### config.mk
export PLATFORM = sky130hd
export DESIGN_NAME = llc_slice_dir
export DESIGN_NICKNAME = d
export VERILOG_FILES = /design/src/rtl/llc_slice_dir_pkg.sv /design/src/rtl/slice_dir_datapath.sv /design/src/rtl/slice_dir_ctrl.sv /design/src/rtl/llc_slice_dir.sv
export SDC_FILE = /design/constraint.sdc
export NUM_CORES = 1
export LEC_CHECK = 0
export ABC_AREA = 1
export BUFFER_PORTS_ARGS = -buffer_cell sky130_fd_sc_hd__buf_4
export CAP_MARGIN = 20
export CORE_ASPECT_RATIO = 0.5
export CORE_MARGIN = 5
export CORE_UTILIZATION = 35
export DETAILED_ROUTE_END_ITERATION = 16
export PLACE_DENSITY = 0.57
export SLEW_MARGIN = 20
export SYNTH_ARGS = -nofsm -noshare
export SYNTH_HDL_FRONTEND = slang
export SYNTH_SLANG_ARGS = --single-unit
### constraint.sdc
create_clock -name clk -period 5.4 [get_ports clk]
set_clock_uncertainty 0.05 [all_clocks]
set_input_delay 0.81 -clock clk [delete_from_list [all_inputs] [get_ports clk]]
set_output_delay 0.81 -clock clk [all_outputs]
set_load 0.01 [all_outputs]
### src/rtl/llc_slice_dir_pkg.sv
package llc_slice_dir_pkg;

  typedef enum logic [1:0] {
    LINE_INV   = 2'd0,
    LINE_CLEAN = 2'd1,
    LINE_MOD   = 2'd2
  } lineState_t;

  // Strobes from control to datapath
  typedef struct packed {
    logic capReq;     // latch the accepted request
    logic decide;     // load line buffer and snoop mask from the indexed entry
    logic fillLine;   // install memory data
    logic snpAccept;  // consume one snoop answer
    logic dirUpdate;  // final directory write on a hit
  } ctlStrobe_t;

endpackage

### src/rtl/slice_dir_datapath.sv
module slice_dir_datapath
  import llc_slice_dir_pkg::*;
#(
  parameter int NUM_CORES   = 4,
  parameter int LINE_ADDR_W = 8,
  parameter int INDEX_W     = 2,
  parameter int DATA_W      = 32,
  localparam int CORE_W     = $clog2(NUM_CORES)
) (
  input  logic                   clk,
  input  logic                   rstN,
  input  ctlStrobe_t             strobe,
  input  logic [CORE_W-1:0]      reqCore,
  input  logic                   reqKind,
  input  logic [LINE_ADDR_W-1:0] reqAddr,
  input  logic [DATA_W-1:0]      memRspData,
  input  logic [DATA_W-1:0]      snpRspData,
  output logic                   hit,
  output logic                   pendEmpty,
  output logic [CORE_W-1:0]      curCore,
  output logic                   curKind,
  output logic [LINE_ADDR_W-1:0] curAddr,
  output logic [DATA_W-1:0]      lineBuf,
  output logic [CORE_W-1:0]      snpTarget
);
  localparam int TAG_W = LINE_ADDR_W - INDEX_W;
  localparam int SETS  = 1 << INDEX_W;

  lineState_t           stateArr [SETS];
  logic [TAG_W-1:0]     tagArr   [SETS];
  logic [NUM_CORES-1:0] presArr  [SETS];
  logic [DATA_W-1:0]    dataArr  [SETS];

  logic [NUM_CORES-1:0] pending;
  logic                 wasMod;
  logic                 selfOwn;

  logic [INDEX_W-1:0]   curIdx;
  logic [TAG_W-1:0]     curTag;
  logic [NUM_CORES-1:0] reqBit;
  logic [NUM_CORES-1:0] entPres;
  lineState_t           entState;
  logic                 modOther;
  logic [NUM_CORES-1:0] pendNext;

  assign curIdx   = curAddr[INDEX_W-1:0];
  assign curTag   = curAddr[LINE_ADDR_W-1:INDEX_W];
  assign entState = stateArr[curIdx];
  assign entPres  = presArr[curIdx];
  assign hit      = (entState != LINE_INV) && (tagArr[curIdx] == curTag);
  assign pendEmpty = (pending == '0);

  always_comb begin
    reqBit = '0;
    reqBit[curCore] = 1'b1;
  end

  // Cores to snoop: every other holder for ownership, the owner for a read
  assign modOther = (entState == LINE_MOD) && ((entPres & ~reqBit) != '0);
  assign pendNext = curKind ? (entPres & ~reqBit)
                            : (modOther ? entPres : '0);

  // Lowest pending core is snooped first
  always_comb begin
    logic found;
    found = 1'b0;
    snpTarget = '0;
    for (int i = 0; i < NUM_CORES; i++) begin
      if (pending[i] && !found) begin
        snpTarget = CORE_W'(i);
        found = 1'b1;
      end
    end
  end

  always_ff @(posedge clk) begin
    if (!rstN) begin
      curCore <= '0;
      curKind <= 1'b0;
      curAddr <= '0;
      lineBuf <= '0;
      pending <= '0;
      wasMod  <= 1'b0;
      selfOwn <= 1'b0;
      for (int s = 0; s < SETS; s++) begin
        stateArr[s] <= LINE_INV;
        tagArr[s]   <= '0;
        presArr[s]  <= '0;
        dataArr[s]  <= '0;
      end
    end else begin
      if (strobe.capReq) begin
        curCore <= reqCore;
        curKind <= reqKind;
        curAddr <= reqAddr;
      end
      if (strobe.decide) begin
        lineBuf <= dataArr[curIdx];
        pending <= hit ? pendNext : '0;
        wasMod  <= (entState == LINE_MOD);
        selfOwn <= (entState == LINE_MOD) && (entPres == reqBit);
      end
      if (strobe.fillLine) begin
        lineBuf          <= memRspData;
        dataArr[curIdx]  <= memRspData;
        tagArr[curIdx]   <= curTag;
        stateArr[curIdx] <= curKind ? LINE_MOD : LINE_CLEAN;
        presArr[curIdx]  <= reqBit;
      end
      if (strobe.snpAccept) begin
        pending <= pending & (pending - 1'b1);
        if (wasMod) begin
          lineBuf         <= snpRspData;
          dataArr[curIdx] <= snpRspData;
        end
      end
      if (strobe.dirUpdate && !selfOwn) begin
        if (curKind) begin
          stateArr[curIdx] <= LINE_MOD;
          presArr[curIdx]  <= reqBit;
        end else begin
          stateArr[curIdx] <= LINE_CLEAN;
          presArr[curIdx]  <= entPres | reqBit;
        end
      end
    end
  end

  // A hit on a line owned elsewhere must leave a snoop to do
  assert_stale_guard_R5: assert property (@(posedge clk) disable iff (!rstN)
    (strobe.decide && hit && modOther) |=> !pendEmpty);

  // Fill leaves the indexed entry in the state the request kind asks for
  assert_fill_state_R9: assert property (@(posedge clk) disable iff (!rstN)
    strobe.fillLine |=> (stateArr[curIdx] == (curKind ? LINE_MOD : LINE_CLEAN)));

  for (genvar g = 0; g < SETS; g++) begin : g_entryChecks
    // Inclusion: a valid entry is held by at least one core
    assert_valid_held_R3: assert property (@(posedge clk) disable iff (!rstN)
      (stateArr[g] != LINE_INV) |-> (presArr[g] != '0));
    // A modified entry names exactly one owner
    assert_mod_one_owner_R8: assert property (@(posedge clk) disable iff (!rstN)
      (stateArr[g] == LINE_MOD) |-> ($countones(presArr[g]) == 1));
  end

endmodule

### src/rtl/slice_dir_ctrl.sv
module slice_dir_ctrl
  import llc_slice_dir_pkg::*;
(
  input  logic       clk,
  input  logic       rstN,
  input  logic       reqValid,
  input  logic       hit,
  input  logic       pendEmpty,
  input  logic       memRspValid,
  input  logic       snpRspValid,
  output logic       reqReady,
  output logic       memReqValid,
  output logic       snpValid,
  output logic       rspValid,
  output ctlStrobe_t strobe
);
  typedef enum logic [2:0] {
    ST_IDLE, ST_DECIDE, ST_MEMREQ, ST_MEMWAIT,
    ST_NEXT, ST_SNP, ST_SNPWAIT, ST_REPLY
  } ctlState_t;

  ctlState_t state, stateNext;

  always_comb begin
    stateNext   = state;
    strobe      = '0;
    reqReady    = 1'b0;
    memReqValid = 1'b0;
    snpValid    = 1'b0;
    rspValid    = 1'b0;
    unique case (state)
      ST_IDLE: begin
        reqReady = 1'b1;
        if (reqValid) begin
          strobe.capReq = 1'b1;
          stateNext = ST_DECIDE;
        end
      end
      ST_DECIDE: begin
        strobe.decide = 1'b1;
        stateNext = hit ? ST_NEXT : ST_MEMREQ;
      end
      ST_MEMREQ: begin
        memReqValid = 1'b1;
        stateNext = ST_MEMWAIT;
      end
      ST_MEMWAIT: begin
        if (memRspValid) begin
          strobe.fillLine = 1'b1;
          stateNext = ST_REPLY;
        end
      end
      ST_NEXT: begin
        if (!pendEmpty) begin
          stateNext = ST_SNP;
        end else begin
          strobe.dirUpdate = 1'b1;
          stateNext = ST_REPLY;
        end
      end
      ST_SNP: begin
        snpValid = 1'b1;
        stateNext = ST_SNPWAIT;
      end
      ST_SNPWAIT: begin
        if (snpRspValid) begin
          strobe.snpAccept = 1'b1;
          stateNext = ST_NEXT;
        end
      end
      ST_REPLY: begin
        rspValid = 1'b1;
        stateNext = ST_IDLE;
      end
      default: stateNext = ST_IDLE;
    endcase
  end

  always_ff @(posedge clk) begin
    if (!rstN) state <= ST_IDLE;
    else       state <= stateNext;
  end

  assert_accept_blocks_R11: assert property (@(posedge clk) disable iff (!rstN)
    (reqValid && reqReady) |=> !reqReady);

  assert_reply_frees_R11: assert property (@(posedge clk) disable iff (!rstN)
    rspValid |=> reqReady);

endmodule

### src/rtl/llc_slice_dir.sv
module llc_slice_dir
  import llc_slice_dir_pkg::*;
#(
  parameter int NUM_CORES   = 4,
  parameter int LINE_ADDR_W = 8,
  parameter int INDEX_W     = 2,
  parameter int DATA_W      = 32,
  localparam int CORE_W     = $clog2(NUM_CORES)
) (
  input  logic                   clk,
  input  logic                   rstN,
  input  logic                   reqValid,
  output logic                   reqReady,
  input  logic [CORE_W-1:0]      reqCore,
  input  logic                   reqKind,
  input  logic [LINE_ADDR_W-1:0] reqAddr,
  output logic                   snpValid,
  output logic [CORE_W-1:0]      snpCore,
  output logic                   snpKind,
  output logic [LINE_ADDR_W-1:0] snpAddr,
  input  logic                   snpRspValid,
  input  logic [DATA_W-1:0]      snpRspData,
  output logic                   rspValid,
  output logic [CORE_W-1:0]      rspCore,
  output logic [DATA_W-1:0]      rspData,
  output logic                   memReqValid,
  output logic [LINE_ADDR_W-1:0] memReqAddr,
  input  logic                   memRspValid,
  input  logic [DATA_W-1:0]      memRspData
);
  ctlStrobe_t              strobe;
  logic                    hit;
  logic                    pendEmpty;
  logic [CORE_W-1:0]       curCore;
  logic                    curKind;
  logic [LINE_ADDR_W-1:0]  curAddr;
  logic [DATA_W-1:0]       lineBuf;
  logic [CORE_W-1:0]       snpTarget;

  slice_dir_ctrl u_ctrl (
    .clk         (clk),
    .rstN        (rstN),
    .reqValid    (reqValid),
    .hit         (hit),
    .pendEmpty   (pendEmpty),
    .memRspValid (memRspValid),
    .snpRspValid (snpRspValid),
    .reqReady    (reqReady),
    .memReqValid (memReqValid),
    .snpValid    (snpValid),
    .rspValid    (rspValid),
    .strobe      (strobe)
  );

  slice_dir_datapath #(
    .NUM_CORES   (NUM_CORES),
    .LINE_ADDR_W (LINE_ADDR_W),
    .INDEX_W     (INDEX_W),
    .DATA_W      (DATA_W)
  ) u_datapath (
    .clk        (clk),
    .rstN       (rstN),
    .strobe     (strobe),
    .reqCore    (reqCore),
    .reqKind    (reqKind),
    .reqAddr    (reqAddr),
    .memRspData (memRspData),
    .snpRspData (snpRspData),
    .hit        (hit),
    .pendEmpty  (pendEmpty),
    .curCore    (curCore),
    .curKind    (curKind),
    .curAddr    (curAddr),
    .lineBuf    (lineBuf),
    .snpTarget  (snpTarget)
  );

  assign snpCore    = snpTarget;
  assign snpKind    = curKind;
  assign snpAddr    = curAddr;
  assign rspCore    = curCore;
  assign rspData    = lineBuf;
  assign memReqAddr = curAddr;

  // The requester is never snooped for its own request
  assert_snoop_other_core_R7: assert property (@(posedge clk) disable iff (!rstN)
    snpValid |-> (snpCore != rspCore));

endmodule

==> flow_results.org <==
** Critical path
- The critical path is of the input port to register type.
- CP peak stage delay :: roughly 0.55 ns
- The worst setup path is captured at a register.
- Grouping stages by cell kind, the critical path spends the most delay in buffers and inverters.
- The critical path crosses 10 cells after its start point.
- Cell count of the worst reg-to-reg path :: 12
- In this run the worst path has a maximum fanout of 50.
- The number of buffers and inverters on the critical path is 5.
- Setup crit start kind :: input port
- Data on the critical path arrives at its endpoint at around 4.4 ns.
- Data on the critical path is required at its endpoint by between 5 and 6 ns.
- The critical path goes through buf_4, inv_1, nor3_4, inv_2, nand2_2, inv_2, nor2_2, nand2_2, nand2_1, buf_4.
- Among all stages on the critical path, the largest delay is contributed by sky130_fd_sc_hd__nand2_1.

** CTS
- Root buffer selected by CTS :: sky130_fd_sc_hd__clkbuf_16
- TritonCTS built the clock tree.
- Worst-path clk slew :: about 0.07 ns
- Insertion delay of the later-clocked pin in the worst-skew pair :: 0.53 ns
- Clock sinks :: between 200 and 250
- In this run the post-CTS setup repair buffer count came out at 0.
- Number of hold-repair buffers added at the cts stage :: 0
- H-tree depth :: 1
- Longest Clk Path Bufs :: 3
- Post-CTS resize count :: 0
- Number of buffers inserted during clock tree synthesis :: 23

** Global routing
- The first global-routing pass estimated 45900 um of wire.
- The via count of the first global-routing pass is 8356.
- The initial antenna violation count is 0.
- Total overflow reported by the global router :: 0
- Global routing used ~16% of the available tracks across all layers.
- Entering global routing, the biggest net connects 90 pins.

** Timing
- Final Setup Violations :: 0
- The number of max-slew violations in the final report came to 0.
- Setup repair after global routing left no endpoint under its margin.
- The worst path meets setup with between 1 and 1.5 ns of slack.
- Maximum clock rate :: around 0.24 GHz
- At the pin with the least slew margin, the transition time is about 0.94 ns.
- Hold timing on the final database bottoms out at a slack of around 0.42 ns.
- Measured against its own limit, the worst slew margin works out to between 30% and 40%.
- Of the available clock period, the critical path in the final layout requires 78.4%.
- The clock period could shrink to 4.23 ns.
- The number of hold-slack violations in the final timing report was 0.
- Adding up every negative setup slack in the final design gives 0 ns.

** Logic synthesis
- After synthesis, flip-flops and latches occupy roughly three fifths of the total area.
- The synthesized design contains 176 enable-type register cells.
- Synth Area in Simple Gates :: 19.9%
- Yosys mapped the design onto 38 distinct sky130hd cell types.
- By area, the combinational part of the netlist is dominated by simple AND/OR/NAND/NOR gates.
- Post-synth design cell area :: approximately 0.011 mm2
- The synthesized netlist devotes between 10% and 20% of its cell area to compound gates.
- Synthesis produced a netlist whose cell count is 1163.
- Predominant post-synthesis flop cell :: sky130_fd_sc_hd__edfxtp_1
- XOR/XNOR Fraction of Synth Area :: less than 1%
- Synthesis inferred 230 register bits.
- Measured against the total synthesized area, the mux share comes to 0.0937%.
- For this run, the number of Yosys warnings is 0.
- Average cell area after synthesis :: 9.18 um2
- Async set-reset flop share out of synthesis :: 0%
- The synthesized netlist devotes less than 1% of its cell area to adder and majority cells.
- The number of nets handed over by synthesis was ~1300.

** Drt
- Total detailed-routing wirelength :: 29300 um
- Starting DRT DRC Count :: between 600 and 700
- Vias after detailed routing :: 8644
- DR pass1 iterations :: 6
- In the final routed layout, each cell accounts on average for between 15 and 20 um.
- Dividing the detail-routed via count by the number of cells gives approximately 5.2.
- Remaining antenna violation count :: 0
- DRC :: 0

** Pwr
- Summed over all cells, the static leakage comes to 5.26 nW.
- Switching part of the total :: 32.6%
- Overall power consumption after layout is estimated at around 5.1 mW.
- Proportion of power drawn by flip-flops and latches :: 43.2%
- Maximum vdd ir drop :: between 0.2 and 0.25 mV
- The clock network is responsible for 30.1% of the overall power.
- Proportion of power drawn by combinational gates :: about a quarter
- Power spread over the standard cell area amounts to 404 mW/mm2.
- In this run the power spent charging and discharging nets is ~1.7 mW.
- Total internal power :: between 3 and 4 mW

** Floorplanning
- The die covers 0.0343 mm2.
- The die is between 100 and 150 um tall.
- For this design the top-level I/O count stands at approximately 140.
- The die is between 200 and 300 um wide.
- Initial standard-cell utilization of the core :: 35.4%
- Floorplan row count :: 45
- CORE AREA :: approximately 0.03 mm2

** Place
- Post-placement cell count :: roughly 1600
- In this run the tool buffered the top-level ports with 136 buffer cells.
- Prior to clock tree synthesis, the placed netlist has a worst setup slack of 0.597 ns.
- At the end of routability-driven placement, the weighted congestion stood at about 0.83.
- Detailed placement ended at an HPWL of between 15000 and 20000 um.

** Cells and area
- The layout has 2954 filler cells.
- In the final design database the tool counted approximately 1300 nets.
- Antenna cells :: 0
- Area added between synthesis and finish :: 18.5%
- Commonest non-fill, non-tap cell in the layout :: sky130_fd_sc_hd__nor2_1
- Final Non-Filler Cells :: around 1700
- Share of layout cells above drive strength 1 :: about 17%
- The top cell types in the final layout, fill and taps aside, are sky130_fd_sc_hd__nor2_1, sky130_fd_sc_hd__nand2_1, sky130_fd_sc_hd__edfxtp_1.

** Flow run
- Max-capacitance violation count :: 0

** Worst hold path
- Instance count along the most critical hold path :: 2
- The min-delay analysis places its worst path in the category register to register.

** Outcome
- Status :: complete, no violations
## cell type report
class                      count  area [um2]  share of cell area, %
timing repair buffer         152        1140                   9.02
sequential                   230        6370                   50.3
tap                          399         499                   3.94
clock inverter                14         109                  0.860
clock buffer                  28         594                   4.70
inverter                      86         323                   2.55
multi-input combinational    768        3620                   28.6
## per-layer routing
metal	global-route usage [%]	share of wire [%]	wire length, um	up-vias
li1	-	-	-	4151
met3	2.48	5.6	1630	45
met2	28.2	48	14000	252
met5	0	0	0	-
met4	3.48	1.9	548	0
met1	22.3	45	13100	4196
## flip-flops by register name (all words and copies together) (netlist names), named ones only
| register | cells |
|---|---|
| u_datapath.dataArr | 128 |
| u_datapath.lineBuf | 32 |
| u_datapath.tagArr | 24 |
| u_datapath.presArr | 16 |
| u_datapath.curAddr | 8 |
| u_datapath.stateArr | 8 |
| u_datapath.pending | 4 |
| u_ctrl.state | 3 |
| u_datapath.curCore | 2 |
| u_datapath.curKind | 1 |
| u_datapath.selfOwn | 1 |
| u_datapath.wasMod | 1 |
## cells by family (layout without fill, tap and decap cells)
logic type,after synthesis,in the layout
xor+xnor,1,1
buf+inv,165,280
mux,1,1
simple gates,535,535
compound gates,223,223
flops,230,230
fa+ha+maj,8,8
## Yosys cell counts (18+ instances only)
master | count | share of area [%]
sky130_fd_sc_hd__clkbuf_1 | 46 | 1.6
sky130_fd_sc_hd__inv_1 | 72 | 2.5
sky130_fd_sc_hd__edfxtp_1 | 176 | 49
sky130_fd_sc_hd__o21ai_0 | 107 | 5.0
sky130_fd_sc_hd__a21oi_1 | 24 | 1.1
sky130_fd_sc_hd__dfxtp_1 | 54 | 10
sky130_fd_sc_hd__buf_2 | 19 | 0.89
sky130_fd_sc_hd__nor2_1 | 265 | 9.3
sky130_fd_sc_hd__o221ai_1 | 18 | 1.5
sky130_fd_sc_hd__nand3_1 | 38 | 1.8
sky130_fd_sc_hd__nand2_1 | 212 | 7.5
sky130_fd_sc_hd__o22ai_1 | 28 | 1.6
sky130_fd_sc_hd__o2111ai_1 | 18 | 1.5
## worst min-delay path: cells and delay by family (launching register included)
kind             cells  cell delay, ns
flip-flops           1            0.31
AND/OR/NAND/NOR      1            0.06
AO/OA/AOI/OAI        1            0.06
## path summary, 6_finish.rpt
kind | from | to | slack, ns
max | rstN | u_datapath.dataArr[1][10]$_SDFFCE_PN0P_ | 1.17
min | u_datapath.wasMod$_SDFFE_PN0P_ | u_datapath.wasMod$_SDFFE_PN0P_ | 0.42
max reg2reg | u_ctrl.state[1]$_SDFFE_PN0P_ | u_datapath.dataArr[1][10]$_SDFFCE_PN0P_ | 1.43
min reg2reg | u_datapath.wasMod$_SDFFE_PN0P_ | u_datapath.wasMod$_SDFFE_PN0P_ | 0.42
## power groups by stage
stage	logic, mW	registers, mW	clock network [mW]
finish	1.36	2.21	1.54
CTS	1.37	2.21	1.56
global route	1.51	2.23	1.64
floorplan	0.832	2.25	0
detailed placement	1.37	2.25	0
global placement	1.35	2.25	0
## metrics by stage
step,util (%),instance area [um2]
floorplan,-,10700
global placement,39.6,12000
detailed placement,39.6,12000
CTS,41.9,12700
global route,41.9,12700
finish,41.9,12700
Note: power is estimated with default switching activity, not from simulation.
